`src/rtl/ufq_pkg.sv`:
```
package ufq_pkg;
  typedef enum logic [2:0] {
    A_DATA = 3'd0,
    A_FLAG = 3'd1,
    A_CTRL = 3'd2,
    A_LVL  = 3'd3,
    A_MASK = 3'd4,
    A_CLR  = 3'd5,
    A_TCTL = 3'd6,
    A_TDAT = 3'd7
  } ufq_addr_e;

  localparam int FLG_TXE    = 7;
  localparam int FLG_TXF    = 5;
  localparam int FLG_RXE    = 4;
  localparam int RX_IRQ_BIT = 4;
  localparam int TEST_BIT   = 1;
  localparam int BUS_W      = 16;
  localparam int BYTE_W     = 8;
endpackage

```
`src/rtl/ufq_fifo.sv`:
```
module ufq_fifo #(
  parameter int W     = 8,
  parameter int DEPTH = 16,
  localparam int AW   = $clog2(DEPTH),
  localparam int CW   = AW + 1
) (
  input  logic          clk,
  input  logic          rst_n,
  input  logic          single,
  input  logic          flush,
  input  logic          push,
  input  logic [W-1:0]  din,
  input  logic          pop,
  output logic [W-1:0]  dout,
  output logic [CW-1:0] count,
  output logic          full,
  output logic          empty
);
  logic [W-1:0]  mem [DEPTH];
  logic [AW-1:0] wr_q, wr_d, rd_q, rd_d;
  logic [CW-1:0] cnt_q, cnt_d, cap;
  logic          do_push, do_pop;

  assign cap     = single ? CW'(1) : CW'(DEPTH);
  assign full    = (cnt_q == cap);
  assign empty   = (cnt_q == '0);
  assign do_push = push & ~full & ~flush;
  assign do_pop  = pop & ~empty & ~flush;
  assign count   = cnt_q;
  assign dout    = empty ? '0 : mem[rd_q];

  always_comb begin
    wr_d  = wr_q;
    rd_d  = rd_q;
    cnt_d = cnt_q;
    if (flush) begin
      wr_d  = '0;
      rd_d  = '0;
      cnt_d = '0;
    end else begin
      if (do_push) wr_d = wr_q + AW'(1);
      if (do_pop)  rd_d = rd_q + AW'(1);
      case ({do_push, do_pop})
        2'b10:   cnt_d = cnt_q + CW'(1);
        2'b01:   cnt_d = cnt_q - CW'(1);
        default: cnt_d = cnt_q;
      endcase
    end
  end

  always_ff @(posedge clk or negedge rst_n) begin
    if (!rst_n) begin
      wr_q  <= '0;
      rd_q  <= '0;
      cnt_q <= '0;
    end else begin
      wr_q  <= wr_d;
      rd_q  <= rd_d;
      cnt_q <= cnt_d;
    end
  end

  always_ff @(posedge clk) begin
    if (do_push) mem[wr_q] <= din;
  end


  no_overflow_chk: assert property (@(posedge clk) disable iff (!rst_n)
    cnt_q <= cap);


  drop_full_chk: assert property (@(posedge clk) disable iff (!rst_n)
    (push && full && !pop && !flush) |=> $stable(cnt_q) && $stable(wr_q));


  empty_pop_chk: assert property (@(posedge clk) disable iff (!rst_n)
    (pop && empty && !push && !flush) |=> $stable(rd_q) && (cnt_q == '0));
endmodule

```
`src/rtl/ufq_lvl_irq.sv`:
```
module ufq_lvl_irq #(
  parameter int DEPTH = 16,
  localparam int CW   = $clog2(DEPTH) + 1
) (
  input  logic          clk,
  input  logic          rst_n,
  input  logic [CW-1:0] count,
  input  logic          fifo_en,
  input  logic [2:0]    lvl_sel,
  input  logic          mask,
  input  logic          clr,
  output logic          irq
);
  localparam logic [CW-1:0] T_EIGHTH = CW'(DEPTH / 8);
  localparam logic [CW-1:0] T_QUART  = CW'(DEPTH / 4);
  localparam logic [CW-1:0] T_HALF   = CW'(DEPTH / 2);
  localparam logic [CW-1:0] T_3QUART = CW'((3 * DEPTH) / 4);
  localparam logic [CW-1:0] T_7EIGHT = CW'((7 * DEPTH) / 8);

  logic [CW-1:0] thr;
  logic          at_lvl, prev_q, pend_q, pend_d;

  always_comb begin
    if (!fifo_en) thr = CW'(1);
    else begin
      case (lvl_sel)
        3'd0:    thr = T_EIGHTH;
        3'd1:    thr = T_QUART;
        3'd2:    thr = T_HALF;
        3'd3:    thr = T_3QUART;
        default: thr = T_7EIGHT;
      endcase
    end
  end

  assign at_lvl = (count >= thr);

  always_comb begin
    if (at_lvl && !prev_q)     pend_d = 1'b1;
    else if (!at_lvl || clr)   pend_d = 1'b0;
    else                       pend_d = pend_q;
  end

  always_ff @(posedge clk or negedge rst_n) begin
    if (!rst_n) begin
      prev_q <= 1'b0;
      pend_q <= 1'b0;
    end else begin
      prev_q <= at_lvl;
      pend_q <= pend_d;
    end
  end

  assign irq = pend_q & mask;


  crossing_set_chk: assert property (@(posedge clk) disable iff (!rst_n)
    (at_lvl && !prev_q) |=> pend_q);


  below_release_chk: assert property (@(posedge clk) disable iff (!rst_n)
    (!at_lvl) |=> !pend_q);
endmodule

```
`src/rtl/uart_fifo_irq.sv`:
```
module uart_fifo_irq
  import ufq_pkg::*;
#(
  parameter int DEPTH = 16,
  localparam int CW   = $clog2(DEPTH) + 1
) (
  input  logic              clk,
  input  logic              rst_n,
  input  logic [2:0]        bus_addr,
  input  logic              bus_wr,
  input  logic [BUS_W-1:0]  bus_wdata,
  input  logic              bus_rd,
  output logic [BUS_W-1:0]  bus_rdata,
  input  logic              rx_valid,
  input  logic [BYTE_W-1:0] rx_data,
  input  logic              tx_pop,
  output logic [BYTE_W-1:0] tx_data,
  output logic              tx_avail,
  output logic              rx_irq
);
  logic [1:0] rst_sync_q;
  logic       srst_n;

  always_ff @(posedge clk or negedge rst_n) begin
    if (!rst_n) rst_sync_q <= 2'b00;
    else        rst_sync_q <= {rst_sync_q[0], 1'b1};
  end
  assign srst_n = rst_sync_q[1];

  ufq_addr_e  addr;
  logic       fifo_en_q, fifo_en_d, mask_q, mask_d, test_q, test_d;
  logic [2:0] lvl_q, lvl_d;
  logic       flush, clr;
  logic       rx_push, rx_pop, tx_push, tx_pop_i;
  logic [BYTE_W-1:0] rx_din, rx_dout, tx_dout;
  logic [CW-1:0] rx_cnt, tx_cnt;
  logic       rx_full, rx_empty, tx_full, tx_empty;

  assign addr = ufq_addr_e'(bus_addr);

  always_comb begin
    fifo_en_d = fifo_en_q;
    lvl_d     = lvl_q;
    mask_d    = mask_q;
    test_d    = test_q;
    if (bus_wr) begin
      case (addr)
        A_CTRL:  fifo_en_d = bus_wdata[0];
        A_LVL:   lvl_d     = bus_wdata[2:0];
        A_MASK:  mask_d    = bus_wdata[RX_IRQ_BIT];
        A_TCTL:  test_d    = bus_wdata[TEST_BIT];
        default: ;
      endcase
    end
  end

  always_ff @(posedge clk or negedge srst_n) begin
    if (!srst_n) begin
      fifo_en_q <= 1'b0;
      lvl_q     <= 3'd0;
      mask_q    <= 1'b0;
      test_q    <= 1'b0;
    end else begin
      fifo_en_q <= fifo_en_d;
      lvl_q     <= lvl_d;
      mask_q    <= mask_d;
      test_q    <= test_d;
    end
  end

  assign flush    = bus_wr && (addr == A_CTRL) && (bus_wdata[0] != fifo_en_q);
  assign clr      = bus_wr && (addr == A_CLR) && bus_wdata[RX_IRQ_BIT];
  assign rx_push  = rx_valid || (bus_wr && test_q && (addr == A_TDAT));
  assign rx_din   = rx_valid ? rx_data : bus_wdata[BYTE_W-1:0];
  assign rx_pop   = bus_rd && (addr == A_DATA) && !test_q;
  assign tx_push  = bus_wr && (addr == A_DATA);
  assign tx_pop_i = tx_pop || (bus_rd && (addr == A_DATA) && test_q);

  ufq_fifo #(.W(BYTE_W), .DEPTH(DEPTH)) u_rx (
    .clk(clk), .rst_n(srst_n), .single(!fifo_en_q), .flush(flush),
    .push(rx_push), .din(rx_din), .pop(rx_pop), .dout(rx_dout),
    .count(rx_cnt), .full(rx_full), .empty(rx_empty));

  ufq_fifo #(.W(BYTE_W), .DEPTH(DEPTH)) u_tx (
    .clk(clk), .rst_n(srst_n), .single(!fifo_en_q), .flush(flush),
    .push(tx_push), .din(bus_wdata[BYTE_W-1:0]), .pop(tx_pop_i), .dout(tx_dout),
    .count(tx_cnt), .full(tx_full), .empty(tx_empty));

  ufq_lvl_irq #(.DEPTH(DEPTH)) u_irq (
    .clk(clk), .rst_n(srst_n), .count(rx_cnt), .fifo_en(fifo_en_q),
    .lvl_sel(lvl_q), .mask(mask_q), .clr(clr), .irq(rx_irq));

  always_comb begin
    bus_rdata = '0;
    case (addr)
      A_DATA: bus_rdata[BYTE_W-1:0] = test_q ? tx_dout : rx_dout;
      A_FLAG: begin
        bus_rdata[FLG_TXE] = tx_empty;
        bus_rdata[FLG_TXF] = tx_full;
        bus_rdata[FLG_RXE] = rx_empty;
      end
      A_CTRL: bus_rdata[0]          = fifo_en_q;
      A_LVL:  bus_rdata[2:0]        = lvl_q;
      A_MASK: bus_rdata[RX_IRQ_BIT] = mask_q;
      A_TCTL: bus_rdata[TEST_BIT]   = test_q;
      default: ;
    endcase
  end

  assign tx_data  = tx_dout;
  assign tx_avail = !tx_empty;

  logic unused_bits;
  assign unused_bits = ^{bus_wdata[BUS_W-1:BYTE_W], tx_cnt, rx_full};


  test_off_ignore_chk: assert property (@(posedge clk) disable iff (!srst_n)
    (bus_wr && (addr == A_TDAT) && !test_q && !rx_valid && !bus_rd) |=> $stable(rx_cnt));


  mask_gate_chk: assert property (@(posedge clk) disable iff (!srst_n)
    !mask_q |-> !rx_irq);
endmodule

```
`config.mk`:
```
export PLATFORM = sky130hd
export DESIGN_NAME = uart_fifo_irq
export DESIGN_NICKNAME = d
export VERILOG_FILES = /design/src/rtl/ufq_pkg.sv /design/src/rtl/ufq_fifo.sv /design/src/rtl/ufq_lvl_irq.sv /design/src/rtl/uart_fifo_irq.sv
export SDC_FILE = /design/constraint.sdc
export NUM_CORES = 1
export LEC_CHECK = 0
export ABC_AREA = 1
export BUFFER_PORTS_ARGS = -buffer_cell sky130_fd_sc_hd__buf_2
export CORE_ASPECT_RATIO = 0.6
export CORE_MARGIN = 2
export CORE_UTILIZATION = 55
export CTS_BUF_LIST = sky130_fd_sc_hd__clkbuf_4 sky130_fd_sc_hd__clkbuf_8
export DETAILED_ROUTE_END_ITERATION = 10
export MAX_ROUTING_LAYER = met4
export PLACE_DENSITY = 0.73
export SYNTH_ARGS = -nofsm -noshare
export SYNTH_HDL_FRONTEND = slang
export SYNTH_SLANG_ARGS = --single-unit
```
`constraint.sdc`:
```
create_clock -name clk -period 1.85 [get_ports clk]
set_input_delay 0.185 -clock clk [delete_from_list [all_inputs] [get_ports clk]]
set_output_delay 0.185 -clock clk [all_outputs]
set_load 0.03 [all_outputs]
```
==> results of run 1 <==
## final cells by class
type / count / area (µm²)
Fill cell: 1537 / 6020
Clock inverter: 9 / 48.8
Inverter: 72 / 305
Multi-Input combinational cell: 814 / 4750
Sequential cell: 292 / 8590
Timing Repair Buffer: 238 / 2300
Clock buffer: 70 / 832
Tap cell: 315 / 394
## state kept, by name, indices dropped and copies added, names as in the netlist, 2 cells and up
| register | cells |
|---|---|
| u_tx.mem | 128 |
| lvl_q | 3 |
| u_rx.rd_q | 4 |
| u_rx.mem | 128 |
| u_tx.count | 5 |
| rst_sync_q | 2 |
| u_tx.rd_q | 4 |
| u_rx.count | 5 |
| u_tx.wr_q | 4 |
| u_rx.wr_q | 4 |
## cells by family (layout without fill, tap and decap cells)
| family | count (synthesis) | count (layout) |
|---|---|---|
| simple gates | 659 | 659 |
| mux | 4 | 4 |
| compound gates | 113 | 113 |
| flops | 292 | 292 |
| xor+xnor | 7 | 7 |
| other cells | 2 | 9 |
| fa+ha+maj | 22 | 22 |
| buf+inv | 127 | 389 |
## report_power, final
group          switching (mW)  internal (mW)  total (mW)
clock                    2.48           2.85        5.33
sequential              0.480           7.83        8.30
combinational            7.85           5.56        13.4
## final timing paths
| check | start | slack [ns] | endpoint | cells past startpoint |
|---|---|---|---|---|
| max in group asynchronous | rst_sync_q[1] | 1.21 | u_tx.rd_q[0] | 1 |
| hold reg to reg | rst_sync_q[1] | 0.27 | u_rx.count[2] | 1 |
| setup reg to reg | u_tx.count[1] | -0.57 | u_tx.count[4] | 15 |
| min in group asynchronous | rst_sync_q[1] | 0.27 | u_rx.count[2] | 1 |
| setup / recovery | u_rx.rd_q[0] | -0.84 | bus_rdata[4] | 11 |
| hold / removal | bus_wdata[3] | 0.05 | u_tx.mem[5][3] | 1 |
## cell usage in the layout, fill, tap and decap left out, types with 33 or more instances in the layout
cell                         n
sky130_fd_sc_hd__buf_4     133
sky130_fd_sc_hd__buf_6      45
sky130_fd_sc_hd__clkbuf_8   49
sky130_fd_sc_hd__dfrtp_1    33
sky130_fd_sc_hd__edfxtp_1  256
sky130_fd_sc_hd__inv_1      49
sky130_fd_sc_hd__nand2_1   360
sky130_fd_sc_hd__nand2_2    42
sky130_fd_sc_hd__nand3_1    90
sky130_fd_sc_hd__nor2_1     50
## layer usage
layer  vias to the layer above  wire length [µm]  global-route usage (%)
met5                         -                 0                       -
li1                       4647                 -                       -
met4                         0               859                    9.12
met2                       603             15800                    42.0
met1                      4969             16000                    44.3
met3                        75              5160                    10.3
## Yosys cell counts, types with 4 or more instances
library cell,count,area [µm²]
sky130_fd_sc_hd__nand3_1,123,616
sky130_fd_sc_hd__o21ai_2,9,78.8
sky130_fd_sc_hd__ha_1,20,250
sky130_fd_sc_hd__o21ai_0,43,215
sky130_fd_sc_hd__nor2_1,77,289
sky130_fd_sc_hd__o211ai_1,13,97.6
sky130_fd_sc_hd__a21oi_1,37,185
sky130_fd_sc_hd__mux2_2,4,45.0
sky130_fd_sc_hd__nand2_1,406,1520
sky130_fd_sc_hd__dfrtp_1,36,901
sky130_fd_sc_hd__inv_2,16,60.1
sky130_fd_sc_hd__inv_1,54,203
sky130_fd_sc_hd__nor3_1,5,25.0
sky130_fd_sc_hd__nand4_1,12,75.1
sky130_fd_sc_hd__buf_2,31,155
sky130_fd_sc_hd__nor2_2,4,25.0
sky130_fd_sc_hd__edfxtp_1,256,7690
sky130_fd_sc_hd__buf_4,15,113
sky130_fd_sc_hd__nand2_4,6,67.6
sky130_fd_sc_hd__clkbuf_1,9,33.8
sky130_fd_sc_hd__xor2_1,4,35.0
sky130_fd_sc_hd__and3_1,8,50.1
sky130_fd_sc_hd__nand3_2,4,40.0
sky130_fd_sc_hd__a21boi_0,4,30.0
sky130_fd_sc_hd__nand2_2,8,50.1
## worst reg2reg max path: cells and delay by family, from the launching register on
kind / cells / cell delay (ns)
buf+inv: 3 / 0.33
compound gates: 1 / 0.13
xor+xnor: 1 / 0.21
simple gates: 9 / 0.95
flops: 1 / 0.41
fa+ha+maj: 1 / 0.35
## through the flow
step	cell area [µm²]	utilization, %	TNS (ns)	power (mW)
after global routing	17200	74.1	-75.14	28.2
after floorplan	13300	-	-17.45	14.2
after detailed placement	14900	64.1	-42.08	18.1
after global placement	14900	64.1	-32.19	17.9
after CTS	16800	72.1	-57.68	25.6
final	17200	74.1	-63.67	27.0
## repair_timing
item	CTS	global route
pin swaps	61	47
gates resized for setup	170	89
buffers inserted	18	17
gates cloned	6	4
hold endpoints to repair	12	0
hold buffers	5	0
endpoints found under the setup margin	190	288
==> run_results.csv, run 1 <==
group,metric,value,unit
synthesis,seq_area_frac_synth,65.7,%
synthesis,synthXorXnorAreaFrac,0.526,%
synthesis,postSynthAreaPerCell,10.7,µm²
synthesis,synth_cell_types,42,
die,placeable_core_region,0.0232,mm²
synthesis,yosysWarningCount,0,
synthesis,synth-edff-count,256,
timing,final_number_of_max_transition_violations,0,
synthesis,yosys_most_used_dff,"sky130_fd_sc_hd__edfxtp_1",
routing,drtAntennaViolNets,0,
final_layout,antenna_cells_inserted,0,
timing,achievable-frequency,372,MHz
routing,drt_first_pass_iters,7,
global_route,pin_count_of_the_biggest_net_entering_global_routing,35,
global_route,number_of_global_route_vias_before_repair,9754,
synthesis,async_reset_ff_share,12.3,%
routing,route.detailed.drc,0,
timing,unrepaired_setup_endpoints_after_global_routing,"yes",
power_and_ir_drop,cellPowerDensity,1570,mW/mm²
final_layout,drive_gt1_share,34.9,%
global_route,grt_pass1_wl,55.2,mm
synthesis,synth.area.mux_share,0.344,%
setup_path,critical_path.endpoint_type,"primary output",
placement,dpl.hpwl,24.5,mm
placement,dp_slack,-0.497,ns
setup_path,startpoint_type,"flop",
setup_path,timing.critical_path.max_delay_family,"simple AND/OR/NAND/NOR gates",
cts,cts_htree_levels,2,
setup_path,critical_path.max_stage_delay,0.48,ns
timing,hold_ws,0.0487,ns
routing,detailroute.via_count,10300,
routing,initialDrtViolationCount,1240,
die,row_cnt,43,
die,chipWidth,203,µm
global_route,grt_antenna_before_repair,0,
timing,final_hold_viol_count,0,
synthesis,syn_inst,1226,
setup_path,cp_data_arrival_time,2.50,ns
cts,number_of_clock_sinks,292,
die,die_area,0.0251,mm²
synthesis,area_fraction_in_compound_gates_after_synthesis,5.07,%
synthesis,synthesis.area,0.0131,mm²
cts,worstSkewPairLatency,0.57,ns
timing,finalCriticalPeriod,2.69,ns
placement,numPlacedInstances,1688,
setup_path,worst_path_most_repeated_cell,"sky130_fd_sc_hd__nand2_1",
final_layout,final_nets,1516,
setup_path,critical_path_class,"reg2out",
setup_path,slowest_cell_on_crit_path,"sky130_fd_sc_hd__dfrtp_2",
cts,ctsLongestPathBuffers,3,
synthesis,ys_seq_elements,292,
setup_path,crit_path_max_fanout,7,
global_route,grt_usage,30.9,%
run,max_capacitance_violation_count,0,
cts,cts_tree,"yes",
cts,numCtsBuffers,43,
routing,drt_wl_total,37.9,mm
routing,drt-vias-per-instance,5.69,
power_and_ir_drop,power_leakage,7.04,nW
global_route,grt.overflow.total,0,
setup_path,worst-endpoint-required,1.66,ns
final_layout,area.growth.synth_to_final,31.7,%
synthesis,synth_top_family_by_area,"simple AND/OR/NAND/NOR gates",
cts,clk_root_buffer_cell,"sky130_fd_sc_hd__clkbuf_8",
placement,port_buffers,42,
die,floorplan.die.height,123,µm
setup_path,cp_num_buf_inv,3,
die,boundaryPins,59,
timing,final.setup_skew,0.0143,ns
placement,gp_congestion,1.02,
timing,final_min_period_over_clock_period,145,%
worst_hold_path,worst_hold_path_type,"in2reg",
timing,max-slew-margin-rel,64.8,%
cts,clkTransAtPathRegs,0.07,ns
final_layout,layoutNonFillerInstCount,1810,
synthesis,synth_simple_gate_area_share,21.7,%
timing,worst_slew_pin_slew,0.528,ns
synthesis,synth-adder-area-share,2.22,%
timing,setup_slack,-0.839,ns
routing,wire_per_inst,20.9,µm
timing,setup_violations,157,
die,effective_utilization_at_floorplan,56.3,%
run_status,status,"complete, but fails checks",
setup_path,timing.critical_path.cells,"buf_6, buf_12, o211ai_1, nand3_1, nand3_2, nand2_1, nand2_1, nand2_1, nand2_1, nand2_2, buf_6",
power_and_ir_drop,ir_drop,0.982,mV
run_status,failed_checks,"setup timing",
No activity file was read; power rests on OpenSTA's default activity.
==> run 2: changes to the inputs <==
--- a/config.mk
+++ b/config.mk
@@ -13,7 +13,7 @@
 export CTS_BUF_LIST = sky130_fd_sc_hd__clkbuf_4 sky130_fd_sc_hd__clkbuf_8
 export DETAILED_ROUTE_END_ITERATION = 10
 export MAX_ROUTING_LAYER = met4
-export PLACE_DENSITY = 0.73
+export PLACE_DENSITY = 0.76
 export SYNTH_ARGS = -nofsm -noshare
 export SYNTH_HDL_FRONTEND = slang
 export SYNTH_SLANG_ARGS = --single-unit
==> constraint.sdc (replaced) <==
create_clock -name clk -period 2.4 [get_ports clk]
set_input_delay 0.24 -clock clk [delete_from_list [all_inputs] [get_ports clk]]
set_output_delay 0.24 -clock clk [all_outputs]
set_load 0.03 [all_outputs]
==> run_results.csv, run 2 (synthesis results as in run 1) <==
group,metric,value,unit
die,floorplan.die.height,123,µm
power_and_ir_drop,cellPowerDensity,1190,mW/mm²
setup_path,critical_path_class,"reg2out",
global_route,grt_usage,28.5,%
global_route,grt_antenna_before_repair,0,
final_layout,layoutNonFillerInstCount,1734,
routing,route.detailed.drc,0,
run,max_capacitance_violation_count,0,
final_layout,drive_gt1_share,28.0,%
setup_path,critical_path.endpoint_type,"primary output",
global_route,gr-max-usage-layer,"met1",
timing,finalCriticalPeriod,2.64,ns
setup_path,crit_path_max_fanout,10,
placement,dpl.hpwl,22.5,mm
worst_hold_path,hold_path_depth,4,
setup_path,r2r-end,"u_rx.count[4]",
cts,clk_root_buffer_cell,"sky130_fd_sc_hd__clkbuf_8",
global_route,groute.layer.met3.usage,9.65,%
final_layout,layout.cells.most_common_list,"sky130_fd_sc_hd__nand2_1, sky130_fd_sc_hd__edfxtp_1, sky130_fd_sc_hd__nand3_1",
timing,max-slew-margin-rel,66.2,%
timing,final.setup_skew,0.0213,ns
global_route,globalRouteMet1Util,41.7,%
timing,setup_slack,-0.241,ns
cts,number_of_clock_sinks,292,
global_route,number_of_global_route_vias_before_repair,8907,
global_route,grt.overflow.total,0,
final_layout,area.growth.synth_to_final,22.7,%
timing,setup_violations,10,
die,boundaryPins,59,
cts,worstSkewPairLatency,0.55,ns
final_layout,final_nets,1444,
setup_path,startpoint_type,"flop",
global_route,use_met2,37.8,%
die,effective_utilization_at_floorplan,56.3,%
timing,worst_slew_pin_slew,0.508,ns
run_status,status,"complete, but fails checks",
die,row_cnt,43,
setup_path,regToRegSetupSlack,0.04,ns
worst_hold_path,worst_hold_path_type,"in2reg",
global_route,pin_count_of_the_biggest_net_entering_global_routing,36,
final_layout,layout_commonest_cell,"sky130_fd_sc_hd__nand2_1",
routing,drt_wl_total,36.3,mm
final_layout,antenna_cells_inserted,0,
cts,cts_htree_levels,2,
timing,unrepaired_setup_endpoints_after_global_routing,"yes",
cts,ctsLongestPathBuffers,3,
routing,drt_first_pass_iters,6,
routing,detailroute.via_count,9897,
routing,wire_per_inst,20.9,µm
run_status,failed_checks,"setup timing",
die,placeable_core_region,0.0232,mm²
die,die_area,0.0251,mm²
timing,final_min_period_over_clock_period,110,%
timing,hold_ws,0.0544,ns
placement,numPlacedInstances,1627,
routing,drtAntennaViolNets,0,
setup_path,reg2regPathDepth,15,
power_and_ir_drop,power_leakage,6.50,nW
placement,port_buffers,42,
timing,final_hold_viol_count,0,
placement,gp_congestion,1.00,
routing,initialDrtViolationCount,1317,
worst_hold_path,holdCritStartpoint,"bus_addr[1]",
final_layout,reg_top3,"u_rx.mem x128, u_tx.mem x128",
cts,clkTransAtPathRegs,0.07,ns
die,chipWidth,203,µm
cts,numCtsBuffers,42,
setup_path,crit-reg2reg-launch,"u_rx.count[0]",
power_and_ir_drop,ir_drop,0.686,mV
timing,achievable-frequency,379,MHz
timing,final_number_of_max_transition_violations,0,
worst_hold_path,worstHoldEndpoint,"mask_q",
setup_path,cp_data_arrival_time,2.40,ns
global_route,grt_pass1_wl,51.1,mm
routing,drt-vias-per-instance,5.71,
cts,cts_tree,"yes",
setup_path,worst-endpoint-required,2.16,ns
## run 2: cell count changes in the layout (fill, tap and decap cells not counted), moves of 7 or more
cell | before | now
sky130_fd_sc_hd__buf_4 | 133 | 91
sky130_fd_sc_hd__nand2_4 | 17 | 9
sky130_fd_sc_hd__nor2_1 | 50 | 69
sky130_fd_sc_hd__nand2_1 | 360 | 375
sky130_fd_sc_hd__buf_6 | 45 | 26
sky130_fd_sc_hd__nand3_1 | 90 | 98
sky130_fd_sc_hd__nor2_4 | 22 | 4
sky130_fd_sc_hd__a21oi_1 | 19 | 26
## run 2: through the flow
step	setup TNS [ns]	total power, mW	utilization (%)	setup slack [ns]	cell area (µm²)
floorplan	0	10.7	-	0.0620	13100
global placement	0	12.9	61.0	0.0233	14200
detailed placement	-0.0868	13.1	61.0	-0.0457	14200
CTS	-1.25	17.5	66.2	-0.186	15400
global route	-2.78	20.0	69.1	-0.318	16100
finish	-1.63	19.1	69.1	-0.241	16100
## run 2: timing repair
| item | CTS | global route |
|---|---|---|
| hold buffers | 2 | 0 |
| setup endpoints to repair | 18 | 56 |
| hold endpoints to repair | 2 | 0 |
| gates resized for setup | 66 | 120 |
| cloned | 4 | 8 |
| buffers inserted | 9 | 10 |
| pin swaps | 19 | 54 |
## run 2: final cells by class
type,instances,area (µm²)
fill,1608,7190
sequential,292,8590
clock buffer,66,783
timing repair inverter,1,7.51
inverter,72,305
tap,315,394
timing repair buffer,166,1580
multi-input combinational,814,4350
clock inverter,8,38.8
## run 2: where the power goes
part / switching (mW) / total (mW) / internal [mW]
Clock: 1.87 / 3.93 / 2.07
Sequential: 0.397 / 6.43 / 6.04
Combinational: 5.38 / 8.78 / 3.40
Total: 7.64 / 19.1 / 11.5
## run 2: metal layers
layer / vias up / part of all wire [%]
li1: 4501 / -
met1: 4709 / 43
met2: 608 / 42
met3: 79 / 13
met4: 0 / 2.5
met5: - / 0
## run 2: critical path, cell delays in order (launching register included)
cell and delay, ns:
sky130_fd_sc_hd__dfrtp_2 0.44, sky130_fd_sc_hd__clkinv_4 0.13, sky130_fd_sc_hd__nor2_2 0.07, sky130_fd_sc_hd__buf_6 0.15, sky130_fd_sc_hd__a21oi_1 0.31, sky130_fd_sc_hd__nand3_1 0.20
sky130_fd_sc_hd__nand4_1 0.14, sky130_fd_sc_hd__nand2_1 0.08, sky130_fd_sc_hd__nand2_1 0.08, sky130_fd_sc_hd__nand2_2 0.09, sky130_fd_sc_hd__buf_6 0.16
## run 2: worst max-delay path by stage
stage             startpoint       endpoint  slack (ns)  depth (start not counted)
6_report        u_tx.rd_q[2]   bus_rdata[4]       -0.24                         10
5_1_grt         u_rx.rd_q[1]   bus_rdata[7]       -0.32                         13
4_1_cts         u_rx.rd_q[0]   bus_rdata[3]       -0.19                          9
3_5_place_dp       fifo_en_q  u_tx.count[4]       -0.05                         15
3_3_place_gp   u_rx.count[0]  u_rx.count[4]        0.02                         15
2_1_floorplan      fifo_en_q  u_rx.count[4]        0.06                         16
